`src/rtl/rdiv_pkg.sv`:
```
package rdiv_pkg;
  typedef enum logic [1:0] {
    ST_IDLE = 2'd0,
    ST_RUN  = 2'd1,
    ST_DONE = 2'd2
  } rdiv_state_e;
endpackage

```
`src/rtl/rdiv_operand_prep.sv`:
```
// Turns raw operands into magnitudes and records how the result signs must be fixed.
module rdiv_operand_prep #(
  parameter int WIDTH = 32
) (
  input  logic [WIDTH-1:0] dividend,
  input  logic [WIDTH-1:0] divisor,
  input  logic             is_signed,
  output logic [WIDTH-1:0] mag_dividend,
  output logic [WIDTH-1:0] mag_divisor,
  output logic             neg_quo,
  output logic             neg_rem,
  output logic             dvs_zero
);
  logic sgn_a, sgn_b;

  assign sgn_a        = is_signed & dividend[WIDTH-1];
  assign sgn_b        = is_signed & divisor[WIDTH-1];
  assign mag_dividend = sgn_a ? (~dividend + 1'b1) : dividend;
  assign mag_divisor  = sgn_b ? (~divisor + 1'b1) : divisor;
  assign neg_rem      = sgn_a;
  assign neg_quo      = sgn_a ^ sgn_b;
  assign dvs_zero     = (divisor == '0);
endmodule

```
`src/rtl/rdiv_step.sv`:
```
// One restoring iteration: trial subtract, keep or restore, shift in quotient bit.
module rdiv_step #(
  parameter int WIDTH = 32
) (
  input  logic [WIDTH:0]   hi_cur,
  input  logic [WIDTH-1:0] lo_cur,
  input  logic [WIDTH-1:0] dvs,
  output logic [WIDTH:0]   hi_nxt,
  output logic [WIDTH-1:0] lo_nxt
);
  localparam int DW = WIDTH + 2;

  logic [DW-1:0] diff;
  logic          fits;
  logic [WIDTH:0] keep;
  logic          unused_keep_top;

  assign diff = {1'b0, hi_cur} - {2'b00, dvs};
  assign fits = ~diff[DW-1];
  // restore is a select, so one iteration costs one cycle
  assign keep = fits ? diff[WIDTH:0] : hi_cur;
  // kept value is below the divisor, so its top bit is always zero
  assign unused_keep_top = keep[WIDTH];
  assign hi_nxt = {keep[WIDTH-1:0], lo_cur[WIDTH-1]};
  assign lo_nxt = {lo_cur[WIDTH-2:0], fits};
endmodule

```
`src/rtl/rdiv_sign_fix.sv`:
```
module rdiv_sign_fix #(
  parameter int WIDTH = 32
) (
  input  logic [WIDTH-1:0] rem_mag,
  input  logic [WIDTH-1:0] quo_mag,
  input  logic             neg_rem,
  input  logic             neg_quo,
  output logic [WIDTH-1:0] rem_out,
  output logic [WIDTH-1:0] quo_out
);
  assign rem_out = neg_rem ? (~rem_mag + 1'b1) : rem_mag;
  assign quo_out = neg_quo ? (~quo_mag + 1'b1) : quo_mag;
endmodule

```
`src/rtl/restoring_divider.sv`:
```
module restoring_divider
  import rdiv_pkg::*;
#(
  parameter int WIDTH = 32
) (
  input  logic             clk,
  input  logic             rst_n,
  input  logic             req_valid,
  output logic             req_ready,
  input  logic [WIDTH-1:0] req_dividend,
  input  logic [WIDTH-1:0] req_divisor,
  input  logic             req_signed,
  output logic             busy,
  output logic             rsp_valid,
  input  logic             rsp_ready,
  output logic [WIDTH-1:0] rsp_hi,
  output logic [WIDTH-1:0] rsp_lo,
  output logic             rsp_div_zero
);
  localparam int CW = $clog2(WIDTH + 1);
  localparam logic [CW-1:0] LAST = CW'(WIDTH - 1);

  rdiv_state_e     state_q;
  logic [CW-1:0]   iter_q;
  logic [WIDTH:0]  hi_q;
  logic [WIDTH-1:0] lo_q;
  logic [WIDTH-1:0] dvs_q;
  logic            neg_quo_q, neg_rem_q, zero_q;

  logic [WIDTH-1:0] mag_a, mag_b;
  logic            p_neg_quo, p_neg_rem, p_zero;
  logic [WIDTH:0]  hi_nx;
  logic [WIDTH-1:0] lo_nx;
  logic            take_req;

  rdiv_operand_prep #(.WIDTH(WIDTH)) u_prep (
    .dividend     (req_dividend),
    .divisor      (req_divisor),
    .is_signed    (req_signed),
    .mag_dividend (mag_a),
    .mag_divisor  (mag_b),
    .neg_quo      (p_neg_quo),
    .neg_rem      (p_neg_rem),
    .dvs_zero     (p_zero)
  );

  rdiv_step #(.WIDTH(WIDTH)) u_step (
    .hi_cur (hi_q),
    .lo_cur (lo_q),
    .dvs    (dvs_q),
    .hi_nxt (hi_nx),
    .lo_nxt (lo_nx)
  );

  // upper part is one place too far left after the loop: read it shifted back
  rdiv_sign_fix #(.WIDTH(WIDTH)) u_fix (
    .rem_mag (hi_q[WIDTH:1]),
    .quo_mag (lo_q),
    .neg_rem (neg_rem_q),
    .neg_quo (neg_quo_q),
    .rem_out (rsp_hi),
    .quo_out (rsp_lo)
  );

  assign req_ready    = (state_q == ST_IDLE);
  assign busy         = (state_q != ST_IDLE);
  assign rsp_valid    = (state_q == ST_DONE);
  assign rsp_div_zero = zero_q;
  assign take_req     = req_valid && req_ready;

  always_ff @(posedge clk or negedge rst_n) begin
    if (!rst_n) begin
      state_q   <= ST_IDLE;
      iter_q    <= '0;
      hi_q      <= '0;
      lo_q      <= '0;
      dvs_q     <= '0;
      neg_quo_q <= 1'b0;
      neg_rem_q <= 1'b0;
      zero_q    <= 1'b0;
    end else begin
      unique case (state_q)
        ST_IDLE: begin
          if (take_req) begin
            // load dividend into the lower part with the pre-loop shift folded in
            hi_q      <= {{WIDTH{1'b0}}, mag_a[WIDTH-1]};
            lo_q      <= {mag_a[WIDTH-2:0], 1'b0};
            dvs_q     <= mag_b;
            neg_quo_q <= p_neg_quo;
            neg_rem_q <= p_neg_rem;
            zero_q    <= p_zero;
            iter_q    <= '0;
            state_q   <= ST_RUN;
          end
        end
        ST_RUN: begin
          hi_q   <= hi_nx;
          lo_q   <= lo_nx;
          iter_q <= iter_q + 1'b1;
          if (iter_q == LAST) state_q <= ST_DONE;
        end
        ST_DONE: begin
          if (rsp_ready) state_q <= ST_IDLE;
        end
        default: state_q <= ST_IDLE;
      endcase
    end
  end
endmodule

```
`config.mk`:
```
export PLATFORM = sky130hd
export DESIGN_NAME = restoring_divider
export DESIGN_NICKNAME = d
export VERILOG_FILES = /design/src/rtl/rdiv_pkg.sv /design/src/rtl/rdiv_operand_prep.sv /design/src/rtl/rdiv_step.sv /design/src/rtl/rdiv_sign_fix.sv /design/src/rtl/restoring_divider.sv
export SDC_FILE = /design/constraint.sdc
export NUM_CORES = 1
export LEC_CHECK = 0
export BUFFER_PORTS_ARGS = -buffer_cell sky130_fd_sc_hd__buf_2
export CAP_MARGIN = 25
export CORE_MARGIN = 8
export CORE_UTILIZATION = 37
export DETAILED_ROUTE_END_ITERATION = 10
export PLACE_DENSITY = 0.57
export RECOVER_POWER = 25
export SYNTH_ARGS = -nofsm -noshare
export SYNTH_HDL_FRONTEND = slang
export SYNTH_SLANG_ARGS = --single-unit
```
`constraint.sdc`:
```
create_clock -name clk -period 4 [get_ports clk]
set_input_delay 0.2 -clock clk [delete_from_list [all_inputs] [get_ports clk]]
set_output_delay 0.2 -clock clk [all_outputs]
set_load 0.02 [all_outputs]
```
==> flow_metrics.env, run 1 <==
export IMPL_area_delta_synth_final_pct=14.9
export IMPL_viasPerCell=5.51
export IMPL_worstMarginPinSlew_ps=1930
export IMPL_drt_first_pass_iters=5
export IMPL_initialDrtViolationCount=489
export IMPL_crit_fanout=6
export IMPL_power_density_nw_per_um2=1060
export IMPL_placedCellCount=1541
export IMPL_core_area_um2=24100
export IMPL_track_usage_pct=18.4
export IMPL_timing_slew_headroom_pct=-28.6
export IMPL_die_y_um=172
export IMPL_grt_overflow=0
export IMPL_ys_ff_latch=108
export IMPL_sw_frac_of_total_pct=52.2
export IMPL_p_leak_nw=4.31
export IMPL_cts_tree="built"
export IMPL_place_congestion=0.922
export IMPL_seqPwrFrac_pct=22.5
export IMPL_path_clk_slew_ps=90
export IMPL_avgSynthCellArea_um2=7.95
export IMPL_num_io_pins=137
export IMPL_synth_area_leader_cell="dfrtp_1"
export IMPL_grt_pass1_wl_um=43700
export IMPL_vdd_drop_max_uv=419
export IMPL_drc_errors=0
export IMPL_die_area_um2=29500
export IMPL_root_buffer="clkbuf_16"
export IMPL_fin_util_pct=42.8
export IMPL_ys_async_sr_fraction_pct=100
export IMPL_clockPowerShare_pct=9.0
export IMPL_yosys_cell_types_count=62
export IMPL_seq_area_frac_synth_pct=30.1
export IMPL_fin_setup_tns_ps=0
export IMPL_initial_core_util_pct=37.3
export IMPL_r2r_start="hi_q[1]"
export IMPL_die_w_um=172
export IMPL_synth_edf_count=0
export IMPL_rows=57
export IMPL_hold_class="in -> reg"
export IMPL_cap_violations=1
export IMPL_cp_arrival_ps=3650
export IMPL_violations="capacitance limit, slew limit"
export IMPL_cts_sinks=108
export IMPL_dp_hpwl_um=20700
export IMPL_grt_pass1_vias=8333
export IMPL_min_from="rsp_ready"
export IMPL_drv_slew=33
export IMPL_ys_flop_type="dfrtp_1"
export IMPL_synth_cells=1130
export IMPL_syn_area_um2=8990
export IMPL_power_mw=10.9
export IMPL_post_dp_cell_area_um2=9980
export IMPL_critPathKind="reg -> out"
export IMPL_drive_gt1_share_pct=14.8
export IMPL_cts_max_path_buffers=2
export IMPL_start_kind="flip-flop"
export IMPL_comb_power_share_pct=68.5
export IMPL_outcome="complete, but fails checks"
export IMPL_hold_slack_ps=94.6
export IMPL_num_vias=8604
export IMPL_critical_path_startpoint="hi_q[5]"
export IMPL_synth_top_area_share_pct=30.1
export IMPL_critPathRequiredTime_ps=3800
export IMPL_skew_ps=13.3
export IMPL_fin_cells=1562
export IMPL_min_period_ps=3850
export IMPL_internal_power_mw=5.23
export IMPL_antenna_found_initial=11
export IMPL_layout_commonest_cell="buf_2"
export IMPL_cts_htree_levels=3
export IMPL_setup_viol=0
export IMPL_p_switching_mw=5.70
export IMPL_final_cell_mix="buf_2, nand2_1, o21ai_0, xnor2_1, dfrtp_1"
export IMPL_final_antenna_net_count=0
export IMPL_yosys_warnings=0
export IMPL_dp_slack_ps=535
export IMPL_setup_ws_ps=154
export IMPL_syn_num_nets=1237
export IMPL_post_cts_buffers=0
export IMPL_port_buffers=136
export IMPL_rsz0062_at_grt="false"
export IMPL_ys_top_cells_by_area="dfrtp_1, xnor2_1, o21ai_0, nand2_1, ha_1"
export IMPL_grt_max_degree=83
export IMPL_clock_latency_ps=370
export IMPL_worst_setup_path_end_kind="output pin"
export IMPL_finalCritPeriodShare_pct=96.1
export IMPL_finalInstanceArea_um2=10300
export IMPL_final_hold_viol_count=0
export IMPL_cts_made_buffers=9
export IMPL_drt_wirelength_per_cell_um=17.4
export IMPL_drt_total_wl_um=27100
export IMPL_fmax_mhz=260
export IMPL_final_nets=1337
-- path summary, 6_finish.rpt --
| kind | slack [ps] | cells after the start | endpoint |
|---|---|---|---|
| worst min-delay path | 90 | 3 | state_q[1] |
| max in group asynchronous | 1020 | 3 | dvs_q[0] |
| worst max register to register | 630 | 11 | hi_q[1] |
| min in group asynchronous | 910 | 2 | dvs_q[11] |
| worst min register to register | 480 | 2 | dvs_q[13] |
| worst max-delay path | 150 | 9 | rsp_hi[29] |
-- area by class of cell --
class                           count  area, µm²
Inverter                           57        214
Timing Repair Buffer              155        840
Sequential cell                   108       2700
Clock buffer                        9        225
Antenna cell                        3       7.51
Tap cell                          324        405
Multi-Input combinational cell    899       5840
Clock inverter                      7       90.1
Fill cell                        2525      13800
-- worst max-delay path: stages (launching register included) --
cell,delay (ps)
dfrtp_1,470
nor4_4,420
nand3_2,180
or3_4,380
or3_1,340
or4_4,440
or4_4,460
o41ai_2,260
xnor2_1,150
buf_2,180
-- registers in the layout, indices dropped and copies added (netlist names) --
register / flops
rsp_div_zero: 1
dvs_q: 32
lo_q: 32
neg_rem_q: 1
iter_q: 6
neg_quo_q: 1
hi_q: 33
state_q: 2
-- power groups by stage --
| stage | clock network [mW] | logic, mW | registers [mW] |
|---|---|---|---|
| 4_1_cts | 1.01 | 7.44 | 2.49 |
| 6_report | 0.981 | 7.49 | 2.46 |
| 5_1_grt | 1.04 | 8.28 | 2.57 |
| 2_1_floorplan | 0 | 5.59 | 2.20 |
| 3_3_place_gp | 0 | 7.38 | 2.47 |
| 3_5_place_dp | 0 | 7.41 | 2.51 |
-- routing by layer --
layer	up-vias	routed length, µm	global-route usage, %
met3	43	1770	4.27
li1	4296	-	-
met4	16	406	4.69
met2	226	12300	29.4
met1	4023	12500	24.6
met5	-	109	0
-- synthesized netlist by cell type, drive strengths merged, types with 3 or more instances --
cell type	count
or2	3
or4	12
xor2	34
and3	15
nand2	128
o31ai	33
nor2b	5
or3	11
o2111ai	3
and2	9
xnor2	113
nand2b	14
nor3	32
nand3	36
o41ai	15
nand4	6
ha	37
clkbuf	58
dfrtp	108
a21o	13
a211oi	6
a31oi	9
buf	8
a221o	3
nor4	11
o211ai	37
a21oi	79
nand3b	4
a22oi	29
nor2	49
inv	57
a41oi	5
o21ai	123
-- kinds of logic after synthesis --
group | Yosys count | share of synthesized area, %
buffers and inverters | 123 | 5.24
DFF | 108 | 30.1
adders and majority gates | 38 | 5.37
xor gates and xnor gates | 147 | 14.3
muxes | 2 | 0.223
and+or+nand+nor | 343 | 18.9
AOI/OAI and AO/OA | 369 | 25.9
-- repair_timing --
| item | CTS | global route |
|---|---|---|
| resized for setup | 0 | 1 |
| hold buffers | 1 | 0 |
| setup endpoints to repair | 0 | 2 |
| hold endpoints to repair | 30 | 0 |
(Power assumes the default switching activity.)
==> run 2: changes to the inputs <==
- ABC_AREA: default -> 1
- PLACE_DENSITY: 0.57 -> 0.56
- REMOVE_ABC_BUFFERS: default -> 1
==> flow_metrics.env, run 2 <==
export IMPL_syn_area_um2=10500
export IMPL_vdd_drop_max_uv=382
export IMPL_synth_commonest_cells="nand2_1, inv_1, nor2_1, nand3_1, dfrtp_1"
export IMPL_setup_viol=0
export IMPL_timing_slew_headroom_pct=-22.3
export IMPL_synth_edf_count=0
export IMPL_synth_cells=1735
export IMPL_yosys_warnings=0
export IMPL_drt_wirelength_per_cell_um=15.6
export IMPL_seq_area_frac_synth_pct=25.6
export IMPL_fin_util_pct=41.9
export IMPL_crit_fanout=5
export IMPL_cp_arrival_ps=2720
export IMPL_hold_slack_ps=123
export IMPL_die_y_um=185
export IMPL_start_kind="flip-flop"
export IMPL_cts_max_path_buffers=2
export IMPL_post_cts_buffers=0
export IMPL_core_area_um2=28400
export IMPL_regMostFlops="hi_q"
export IMPL_outcome="complete, but fails checks"
export IMPL_clock_latency_ps=370
export IMPL_power_mw=12.0
export IMPL_ys_ff_latch=108
export IMPL_num_vias=11100
export IMPL_drc_errors=0
export IMPL_dp_hpwl_um=28000
export IMPL_ys_flop_type="dfrtp_1"
export IMPL_avgSynthCellArea_um2=6.08
export IMPL_rsz0062_at_grt="false"
export IMPL_hold_class="in -> reg"
export IMPL_port_buffers=136
export IMPL_finalCritPeriodShare_pct=72.9
export IMPL_cap_violations=1
export IMPL_cts_made_buffers=9
export IMPL_post_dp_cell_area_um2=11600
export IMPL_initialDrtViolationCount=671
export IMPL_cts_htree_levels=3
export IMPL_fin_setup_tns_ps=0
export IMPL_min_period_ps=2920
export IMPL_finalInstanceArea_um2=11900
export IMPL_final_nets=1953
export IMPL_top_regs="hi_q x33, dvs_q x32, lo_q x32"
export IMPL_final_cell_mix="nand2_1, inv_1, nor2_1, nand3_1, buf_2"
export IMPL_num_io_pins=137
export IMPL_fin_cells=2238
export IMPL_power_density_nw_per_um2=1010
export IMPL_synth_area_leader_cell="dfrtp_1"
export IMPL_dp_slack_ps=1310
export IMPL_violations="capacitance limit, slew limit"
export IMPL_worst_setup_path_end_kind="output pin"
export IMPL_area_delta_synth_final_pct=12.8
export IMPL_rows=62
export IMPL_placedCellCount=2218
export IMPL_ys_top_cells_by_area="dfrtp_1, nand2_1, inv_1, nand3_1, xor2_1"
export IMPL_drive_gt1_share_pct=10.1
export IMPL_grt_overflow=0
export IMPL_setup_ws_ps=1080
export IMPL_drt_first_pass_iters=5
export IMPL_p_leak_nw=6.47
export IMPL_grt_pass1_vias=10800
export IMPL_critPathRequiredTime_ps=3800
export IMPL_drv_slew=66
export IMPL_root_buffer="clkbuf_16"
export IMPL_regArea_um2=2700
export IMPL_yosysMostFrequentCell="nand2_1"
export IMPL_cts_sinks=108
export IMPL_fmax_mhz=343
export IMPL_fill_cells=3159
export IMPL_final_antenna_net_count=0
export IMPL_grt_pass1_wl_um=55800
export IMPL_yosys_cell_types_count=46
export IMPL_synth_top_area_share_pct=25.6
export IMPL_drt_total_wl_um=34900
export IMPL_die_w_um=185
export IMPL_initial_core_util_pct=37.1
export IMPL_place_congestion=0.949
export IMPL_multi_input_area_um2=6530
export IMPL_layout_commonest_cell="nand2_1"
export IMPL_path_clk_slew_ps=80
export IMPL_antenna_found_initial=8
export IMPL_track_usage_pct=20.6
export IMPL_worstMarginPinSlew_ps=1830
export IMPL_ys_async_sr_fraction_pct=100
export IMPL_critPathKind="reg -> out"
export IMPL_final_hold_viol_count=0
export IMPL_viasPerCell=4.94
export IMPL_die_area_um2=34200
export IMPL_largest_reg_flops=33
export IMPL_cts_tree="built"
export IMPL_skew_ps=7.20
export IMPL_grt_max_degree=71
[run 2: changes by cell type in the layout (fill, tap and decap cells not counted), sizes merged, moves of 15 or more]
cell	before	now
xor2	34	78
o41ai	15	0
o211ai	37	4
a21oi	79	32
inv	61	295
nand3	36	159
o21ai	123	107
nand2	128	544
o31ai	33	9
nor2	49	175
xnor2	113	27
[run 2: timing repair]
item / CTS / global route
endpoints found under the hold margin: 18 / 0
hold buffers: 1 / 0
resized for setup: 0 / 0
[run 2: power breakdown]
part	internal [mW]	total (mW)	switching, mW	leakage [nW]
Sequential	1.63	2.25	0.624	1.35
Clock	0.508	0.960	0.452	0.145
Combinational	2.89	8.77	5.88	4.98
[run 2: final timing paths]
kind / end / start / slack (ps) / cells past startpoint
setup / recovery: rsp_hi[30] / hi_q[1] / 1080 / 12
setup reg to reg: hi_q[27] / hi_q[25] / 1290 / 11
min in group asynchronous: hi_q[7] / rst_n / 870 / 2
max in group asynchronous: hi_q[24] / rst_n / 1210 / 3
hold / removal: lo_q[1] / req_dividend[0] / 120 / 3
hold reg to reg: dvs_q[29] / dvs_q[29] / 480 / 2
[run 2: routing by layer]
layer / GRT usage (%) / vias to the layer above / part of all wire [%]
met5: 0 / - / 0.17
met4: 5.89 / 10 / 2.3
met3: 3.67 / 48 / 5.2
met2: 36.0 / 274 / 47
met1: 25.7 / 5054 / 45
li1: - / 5673 / -
[run 2: cell type report]
type | count | share of cell area [%]
Sequential cell | 108 | 22.7
Tap cell | 384 | 4.04
Antenna cell | 3 | 0.0631
Clock inverter | 6 | 0.599
Multi-Input combinational cell | 1284 | 54.9
Inverter | 295 | 9.31
Timing Repair Buffer | 148 | 6.40
Clock buffer | 10 | 2.01
[run 2: worst max-delay path, stage by stage, from the launching register on]
cell	delay (ps)
dfrtp_1	450
inv_1	120
ha_1	180
nand3_1	150
nor2_1	200
nand2_1	130
nor2_1	250
nand2_1	120
nor2_1	210
a21oi_1	140
o21ai_0	180
nand2_1	60
buf_2	160
[run 2: logic make-up after synthesis]
family	share of synthesized area, %
simple gates	38.0
buf+inv	12.6
compound gates	10.4
flops	25.6
xor+xnor	8.72
fa+ha+maj	4.58
